### src/rtl/hpp_pkg.sv
package hpp_pkg;

    typedef enum logic {
        SCHEME_PER_PORT = 1'b0,
        SCHEME_GANGED   = 1'b1
    } pwr_scheme_e;

    // Spike filter state for one port: the previous raw sample and the
    // level that has been accepted after two agreeing samples.
    typedef struct packed {
        logic last_smp;
        logic qual;
    } oc_flt_t;

    // Resolved per-port control after the ganged/individual selection.
    typedef struct packed {
        logic live;
        logic fault;
        logic off;
        logic on;
    } port_ctl_t;

    function automatic oc_flt_t flt_step(input oc_flt_t cur, input logic smp);
        oc_flt_t nxt;
        nxt.last_smp = smp;
        nxt.qual     = (smp == cur.last_smp) ? smp : cur.qual;
        return nxt;
    endfunction

    // Priority: out of service, then fault, then off request, then on request.
    function automatic logic pwr_step(input port_ctl_t c, input logic cur);
        logic nxt;
        if (!c.live)      nxt = 1'b0;
        else if (c.fault) nxt = 1'b0;
        else if (c.off)   nxt = 1'b0;
        else if (c.on)    nxt = 1'b1;
        else              nxt = cur;
        return nxt;
    endfunction

    // A new status transition wins over a clear in the same cycle.
    function automatic logic chg_step(input logic differ, input logic clr, input logic cur);
        logic nxt;
        if (differ)   nxt = 1'b1;
        else if (clr) nxt = 1'b0;
        else          nxt = cur;
        return nxt;
    endfunction

endpackage

### src/rtl/hpp_tick_gen.sv
module hpp_tick_gen #(
    parameter int unsigned TICK_CYCLES = 96000
) (
    input  logic clk,
    input  logic rst,
    output logic tick_o
);
    localparam int unsigned CW = (TICK_CYCLES > 1) ? $clog2(TICK_CYCLES) : 1;
    localparam logic [CW-1:0] LAST = CW'(TICK_CYCLES - 1);

    logic [CW-1:0] cnt_q;

    always_ff @(posedge clk) begin
        if (rst)                cnt_q <= '0;
        else if (cnt_q == LAST) cnt_q <= '0;
        else                    cnt_q <= cnt_q + 1'b1;
    end

    assign tick_o = (cnt_q == LAST);

endmodule

### src/rtl/hpp_oc_filter.sv
module hpp_oc_filter
    import hpp_pkg::*;
#(
    parameter int unsigned NPORTS = 3
) (
    input  logic              clk,
    input  logic              rst,
    input  logic              tick_i,
    input  logic [NPORTS-1:0] smp_i,
    output logic [NPORTS-1:0] qual_o
);
    for (genvar gi = 0; gi < NPORTS; gi++) begin : g_port
        oc_flt_t st_q;

        always_ff @(posedge clk) begin
            if (rst)         st_q <= '0;
            else if (tick_i) st_q <= flt_step(st_q, smp_i[gi]);
        end

        assign qual_o[gi] = st_q.qual;
    end

endmodule

### src/rtl/hpp_pwr_ctrl.sv
module hpp_pwr_ctrl
    import hpp_pkg::*;
#(
    parameter int unsigned NPORTS = 3
) (
    input  logic              clk,
    input  logic              rst,
    input  pwr_scheme_e       scheme_i,
    input  logic [NPORTS-1:0] live_i,
    input  logic [NPORTS-1:0] qual_i,
    input  logic [NPORTS-1:0] on_req_i,
    input  logic [NPORTS-1:0] off_req_i,
    input  logic [NPORTS-1:0] chg_clr_i,
    output logic [NPORTS-1:0] pwr_on_o,
    output logic [NPORTS-1:0] fault_o,
    output logic [NPORTS-1:0] chg_o
);
    logic any_fault;
    logic any_on;
    logic any_off;
    logic ganged;

    assign ganged    = (scheme_i == SCHEME_GANGED);
    assign any_fault = |(qual_i & live_i);
    assign any_on    = |(on_req_i & live_i);
    assign any_off   = |(off_req_i & live_i);

    for (genvar gi = 0; gi < NPORTS; gi++) begin : g_port
        port_ctl_t ctl;
        logic      pwr_q;
        logic      stat_q;
        logic      chg_q;
        logic      fault_now;

        assign ctl.live  = live_i[gi];
        assign ctl.fault = ganged ? any_fault : qual_i[gi];
        assign ctl.off   = ganged ? any_off   : off_req_i[gi];
        assign ctl.on    = ganged ? any_on    : on_req_i[gi];

        assign fault_now = ctl.live & ctl.fault;

        always_ff @(posedge clk) begin
            if (rst) begin
                pwr_q  <= 1'b0;
                stat_q <= 1'b0;
                chg_q  <= 1'b0;
            end else begin
                pwr_q  <= pwr_step(ctl, pwr_q);
                stat_q <= fault_now;
                chg_q  <= chg_step(fault_now != stat_q, chg_clr_i[gi], chg_q);
            end
        end

        assign pwr_on_o[gi] = pwr_q;
        assign fault_o[gi]  = fault_now;
        assign chg_o[gi]    = chg_q;
    end

endmodule

### src/rtl/hub_port_power.sv
module hub_port_power
    import hpp_pkg::*;
#(
    parameter int unsigned NPORTS      = 3,
    parameter int unsigned TICK_CYCLES = 96000
) (
    input  logic              clk,
    input  logic              rst,
    input  logic              gang_mode_i,
    input  logic              two_port_i,
    input  logic [NPORTS-1:0] oc_n_i,
    input  logic [NPORTS-1:0] pwr_on_req_i,
    input  logic [NPORTS-1:0] pwr_off_req_i,
    input  logic [NPORTS-1:0] oc_chg_clr_i,
    output logic [NPORTS-1:0] pwr_en_n_o,
    output logic [NPORTS-1:0] oc_stat_o,
    output logic [NPORTS-1:0] oc_chg_o
);
    localparam logic [NPORTS-1:0] TOP_BIT = {1'b1, {(NPORTS-1){1'b0}}};

    logic              tick;
    logic [NPORTS-1:0] live;
    logic [NPORTS-1:0] smp;
    logic [NPORTS-1:0] qual;
    logic [NPORTS-1:0] pwr_on;
    pwr_scheme_e       scheme;

    assign live   = two_port_i ? ~TOP_BIT : {NPORTS{1'b1}};
    assign smp    = ~oc_n_i & live;
    assign scheme = gang_mode_i ? SCHEME_GANGED : SCHEME_PER_PORT;

    hpp_tick_gen #(
        .TICK_CYCLES(TICK_CYCLES)
    ) u_tick (
        .clk    (clk),
        .rst    (rst),
        .tick_o (tick)
    );

    hpp_oc_filter #(
        .NPORTS(NPORTS)
    ) u_filter (
        .clk    (clk),
        .rst    (rst),
        .tick_i (tick),
        .smp_i  (smp),
        .qual_o (qual)
    );

    hpp_pwr_ctrl #(
        .NPORTS(NPORTS)
    ) u_ctrl (
        .clk       (clk),
        .rst       (rst),
        .scheme_i  (scheme),
        .live_i    (live),
        .qual_i    (qual),
        .on_req_i  (pwr_on_req_i),
        .off_req_i (pwr_off_req_i),
        .chg_clr_i (oc_chg_clr_i),
        .pwr_on_o  (pwr_on),
        .fault_o   (oc_stat_o),
        .chg_o     (oc_chg_o)
    );

    assign pwr_en_n_o = ~pwr_on;

endmodule

### config.mk
export PLATFORM = sky130hd
export DESIGN_NAME = hub_port_power
export DESIGN_NICKNAME = d
export VERILOG_FILES = /design/src/rtl/hpp_pkg.sv /design/src/rtl/hpp_tick_gen.sv /design/src/rtl/hpp_oc_filter.sv /design/src/rtl/hpp_pwr_ctrl.sv /design/src/rtl/hub_port_power.sv
export SDC_FILE = /design/constraint.sdc
export NUM_CORES = 1
export LEC_CHECK = 0
export ABC_CLOCK_PERIOD_IN_PS = 1820
export BUFFER_PORTS_ARGS = -buffer_cell sky130_fd_sc_hd__buf_2
export CELL_PAD_IN_SITES_DETAIL_PLACEMENT = 2
export CELL_PAD_IN_SITES_GLOBAL_PLACEMENT = 2
export CORE_ASPECT_RATIO = 0.6
export CORE_UTILIZATION = 31
export CTS_BUF_LIST = sky130_fd_sc_hd__clkbuf_8
export DETAILED_ROUTE_END_ITERATION = 12
export PLACE_DENSITY_LB_ADDON = 0.25
export SYNTH_ARGS = -nofsm -noshare
export SYNTH_HDL_FRONTEND = slang
export SYNTH_SLANG_ARGS = --single-unit
### constraint.sdc
create_clock -name clk -period 1.82 [get_ports clk]
set_input_delay 0 -clock clk [delete_from_list [all_inputs] [get_ports clk]]
set_output_delay 0 -clock clk [all_outputs]
set_load 0.03 [all_outputs]
Word level (Yosys, flattened, before mapping)
Cells that the tools add are included.

storage, ports and cells
  register bits = 32
  input port bits = 16

cells by class
  $add $sub $neg = 1
  eq/ne operators = 7
  multiplexer cells = 17
  bitwise operators = 12
  reduce and logical (&&, ||, !) cells = 13

operators with widths
  kind                   number
  $add 17x1->17 const B  1
  $eq 17x17->1 const B   1
  $mux 1                 16
  $and 3x3->3            4
  $reduce_or 4->1        3
  $reduce_or 3->1        3
  $not 3->3              2
  $reduce_and 2->1       3
  $reduce_bool 2->1      3
  $and 1x1->1            3
  $eq 1x1->1             3
  $mux 3                 1
  $ne 1x1->1             3
  $not 1->1              3
  $reduce_or 2->1        1

Depth between registers and ports, before layout
  word-level depth = 7
  mapped depth = 6
  gate-level depth less buffers = 5

Cells and area by module
Synthesis repeated with hierarchy kept, for this count alone.

unflattened totals
  cells, all modules = 188
  area, all modules = 1689.1 sq um

by module, submodules not included
  module          times used  cells an instance  area an instance (sq um)  seq. area each (sq um)
  hpp_tick_gen    1           82                 744.5                     340.3
  hpp_pwr_ctrl    1           66                 579.3                     180.2
  hpp_oc_filter   1           32                 335.3                     120.1
  hub_port_power  1           8                  30.0                      0.0

Worst setup path after synthesis
Ideal clock, no wire load.

  path type = register to register
  from = reg u_tick.cnt_q[0]
  to = reg u_filter.g_port[1].st_q (netlist bit u_filter.qual_o[1])
  library setup time = 0.122 ns
  arrival = 1.688 ns
  slack = 0.010 ns
  stages on the path, launching flop included = 7
  clock period less this slack = 1.810 ns
  cell sequence = dfxtp_1 ha_1 nand4_4 or2_4 buf_6 o311a_1 a311o_1

on the way
  longest elaborated chain between the ends = 2

RTL lines
  item                               RTL line             text
  start: declaration                 hpp_tick_gen.sv:11   logic [CW-1:0] cnt_q;
  start signal: assignment           hpp_tick_gen.sv:16   else cnt_q <= cnt_q + 1'b1;
  $eq 17x17->1                       hpp_tick_gen.sv:19   assign tick_o = (cnt_q == LAST);
  $reduce_and 2->1 (no source line)  --
  end signal: assignment             hpp_oc_filter.sv:17  else if (tick_i) st_q <= flt_step(st_q, smp_i[gi]);
  end: declaration                   hpp_oc_filter.sv:13  oc_flt_t st_q;

No other way between the ends.
A chain may end at the register's enable or synchronous reset.

Worst setup path after layout
  from = reg u_tick.cnt_q[0]
  to = reg u_filter.g_port[0].st_q (netlist bit u_filter.qual_o[0])

on the way
  longest elaborated chain between the ends = 2

RTL lines
  item                               RTL line
  $eq 17x17->1                       hpp_tick_gen.sv:19
  $reduce_and 2->1 (no source line)  --
  end signal: assignment             hpp_oc_filter.sv:17
  end: declaration                   hpp_oc_filter.sv:13

No other way between the ends.

==> qor.yml <==
grt_usage_pct: 21.1
cp_top_family: "compound AO/OA/AOI/OAI gates"
fin_crit_sh_pct: 94.7
rows: 19
htree_levels: 2
tightest_slew_ps: 489
clockBufferDepth: 2
grt_max_degree: 16
grt_first_pass_wirelength_microns: 8300
ys_seq_area_share_pct: 41.3
syn_inst: 181
ys_seq_elements: 32
grt_pass1_vias: 1630
setup_viol: 0
critPathKind: "reg -> reg"
path_clk_slew_ps: 70
slew_violations: 0
via_per_inst: 5.22
worstPathCellList: "ha_1 > nand4_4 > or2_4 > o311a_2 > a311o_1"
critPathCaptureType: "register"
path_max_fanout: 12
fin_worst_skew_ps: 6.97
clk-insertion-delay-late_ps: 290
start_util_pct: 33.1
ys_types: 40
crit_slowest_cell: "o311a_2"
ir_worst_vdd_mv: 0.350
synthSimpleGateAreaFrac_pct: 24.9
synth_area_sq_um: 1550
ys_warn_count: 0
p_total_mw: 1.41
ioPinCount: 25
status: "completed"
drtIter0Drc: 56
synth_ff_type: "dfxtp_1"
overflow: 0
crit_required_ps: 2010
postLayoutSetupSlackWorst_ps: 97.3
place_hpwl_microns: 3590
max_freq_ghz: 0.580
die_area_sq_um: 5300
async_reset_ff_share_pct: 0
crit_arrival_ps: 1910
die_h_microns: 56.8
cp.buffers_inverters: 0
synth.mux.area_fraction_pct: 0.645
cts_buffers: 5
root_buffer: "clkbuf_8"
synth_compound_area_share_pct: 15.3
cts_tree: "done"
period_needed_ps: 1720
nets: 235
grt_antenna_before_repair: 0
synthXorXnorAreaFrac_pct: 8.47
fin_util_pct: 40.9
dp_slack_ps: 82.9
synth_top_family_by_area: "simple AND/OR/NAND/NOR gates"
setup-tns-final_ps: 0
dp.cells: 269
wirelength_microns: 4930
antenna_left: 0
core_area_sq_um: 4680
max-cap-violations: 0
post-route-drc-count: 0
p_leak_nw: 0.722
cp-start-kind: "register"
drive_gt1_share_pct: 22.4
max_slew_margin_pct: 66.5
via_count: 1471
hold_violations: 0
cts_resized: 0
wl_per_cell_microns: 17.5
final_cells: 282
synth-edff-count: 0
portBuffers: 24
diodes: 0
power.density_nw_per_um2: 739
areaGrowthSynthToFinish_pct: 23.4
die_w_microns: 93.3
syn-mean-instance-area_sq_um: 8.57
rsz0062_at_grt: "no"
nFillCells: 549
routabilityCongestion: 0.743
first_pass_iters: 4
cpPeakStageDelay_ps: 350
hold_path.class: "in -> reg"
cts_num_sinks: 32
syn_nets: 198
synth_fa_ha_area_share_pct: 0.806
-- power breakdown --
group	internal (mW)	switching [mW]	total (mW)
Combinational	0.0446	0.0636	0.108
Clock	0.302	0.287	0.589
Sequential	0.709	0.00782	0.717
Total	1.06	0.358	1.41
-- flip-flops by register name, indices dropped and copies added (netlist names) --
signal and count:
u_tick.cnt_q 17, u_ctrl.g_port.chg_q 3, u_ctrl.g_port.pwr_q 3, u_filter.g_port.st_q 3, u_ctrl.g_port.stat_q 3, u_filter.qual_o 3
-- area by class of cell --
| type | count | area [sq um] | share of cell area, % |
|---|---|---|---|
| Sequential cell | 32 | 641 | 33.5 |
| Inverter | 15 | 56.3 | 2.94 |
| Timing Repair Buffer | 42 | 268 | 14.0 |
| Clock inverter | 2 | 10.0 | 0.523 |
| Clock buffer | 6 | 82.6 | 4.31 |
| Multi-Input combinational cell | 122 | 778 | 40.7 |
| Tap cell | 63 | 78.8 | 4.12 |
-- path summary, 6_finish.rpt --
check / cells after the start / startpoint / end / slack, ps
max: 5 / u_tick.cnt_q[0] / u_filter.qual_o[0] / 100
min: 4 / oc_n_i[2] / u_filter.g_port[2].st_q[1] / 20
max reg2reg: 5 / u_tick.cnt_q[0] / u_filter.qual_o[0] / 100
min reg2reg: 2 / u_ctrl.g_port[2].chg_q / u_ctrl.g_port[2].chg_q / 480
-- what timing repair did --
action | in CTS | in global routing
setup buffers | 0 | 0
hold endpoints to repair | 5 | 0
hold buffers | 5 | 0
-- metal layers --
metal | wire length [microns] | GRT usage [%] | part of all wire (%)
met1 | 2350 | 27.0 | 48
met2 | 2310 | 35.2 | 47
met3 | 226 | 5.69 | 4.6
met4 | 44 | 5.71 | 0.89
met5 | 0 | 0 | 0
-- kinds of logic after synthesis --
group	after synthesis
buffers and inverters	27
adders and majority gates	1
AOI/OAI and AO/OA	33
xor gates and xnor gates	15
muxes	1
and+or+nand+nor	72
DFF	32
-- tightest hold or removal path: stages --
cell	delay, ps
buf_2	80
nor2_1	60
nand2_1	70
o31ai_1	60
-- cell usage after synthesis, types with 2 or more instances --
master      n  area (sq um)
nand4_1     4          25.0
nor2b_1     4          25.0
nor3_1      8          40.0
o211ai_1    4          30.0
xnor2_1    13           114
nand2_1     9          33.8
buf_4       6          45.0
inv_1      15          56.3
xor2_1      2          17.5
nor2_1     21          78.8
o21a_1      2          15.0
a211oi_1    2          15.0
a21oi_1     5          25.0
nand3_1     7          35.0
nor4_1      8          50.1
dfxtp_1    32           641
and2_1      2          12.5
nand2b_1    2          12.5
o21ai_0     6          30.0
clkbuf_1    4          15.0
a311o_1     2          20.0
a2111oi_0   4          35.0
o41ai_1     2          17.5
-- cells in the final DEF, fill, tap and decap left out, types with 4 or more instances in the layout --
cell type      count
nor2b_1            4
o21ai_0            6
nor2_1            21
buf_4             13
nor4_1             8
buf_2             24
nand3_1            7
xnor2_1           13
dlygate4sd3_1      5
nor3_1             8
nand4_1            4
nand2_1            9
inv_1             15
o211ai_1           4
a2111oi_0          4
clkbuf_8           6
a21oi_1            5
dfxtp_1           32
-- per-stage QoR --
step | cell area (sq um) | hold WS (ps)
final | 1910 | 19.8
after global routing | 1910 | 33.5
after CTS | 1910 | 17.3
after detailed placement | 1770 | 224
after global placement | 1770 | 215
after floorplan | 1550 | 91.5
Note: power is estimated with default switching activity, not from simulation.
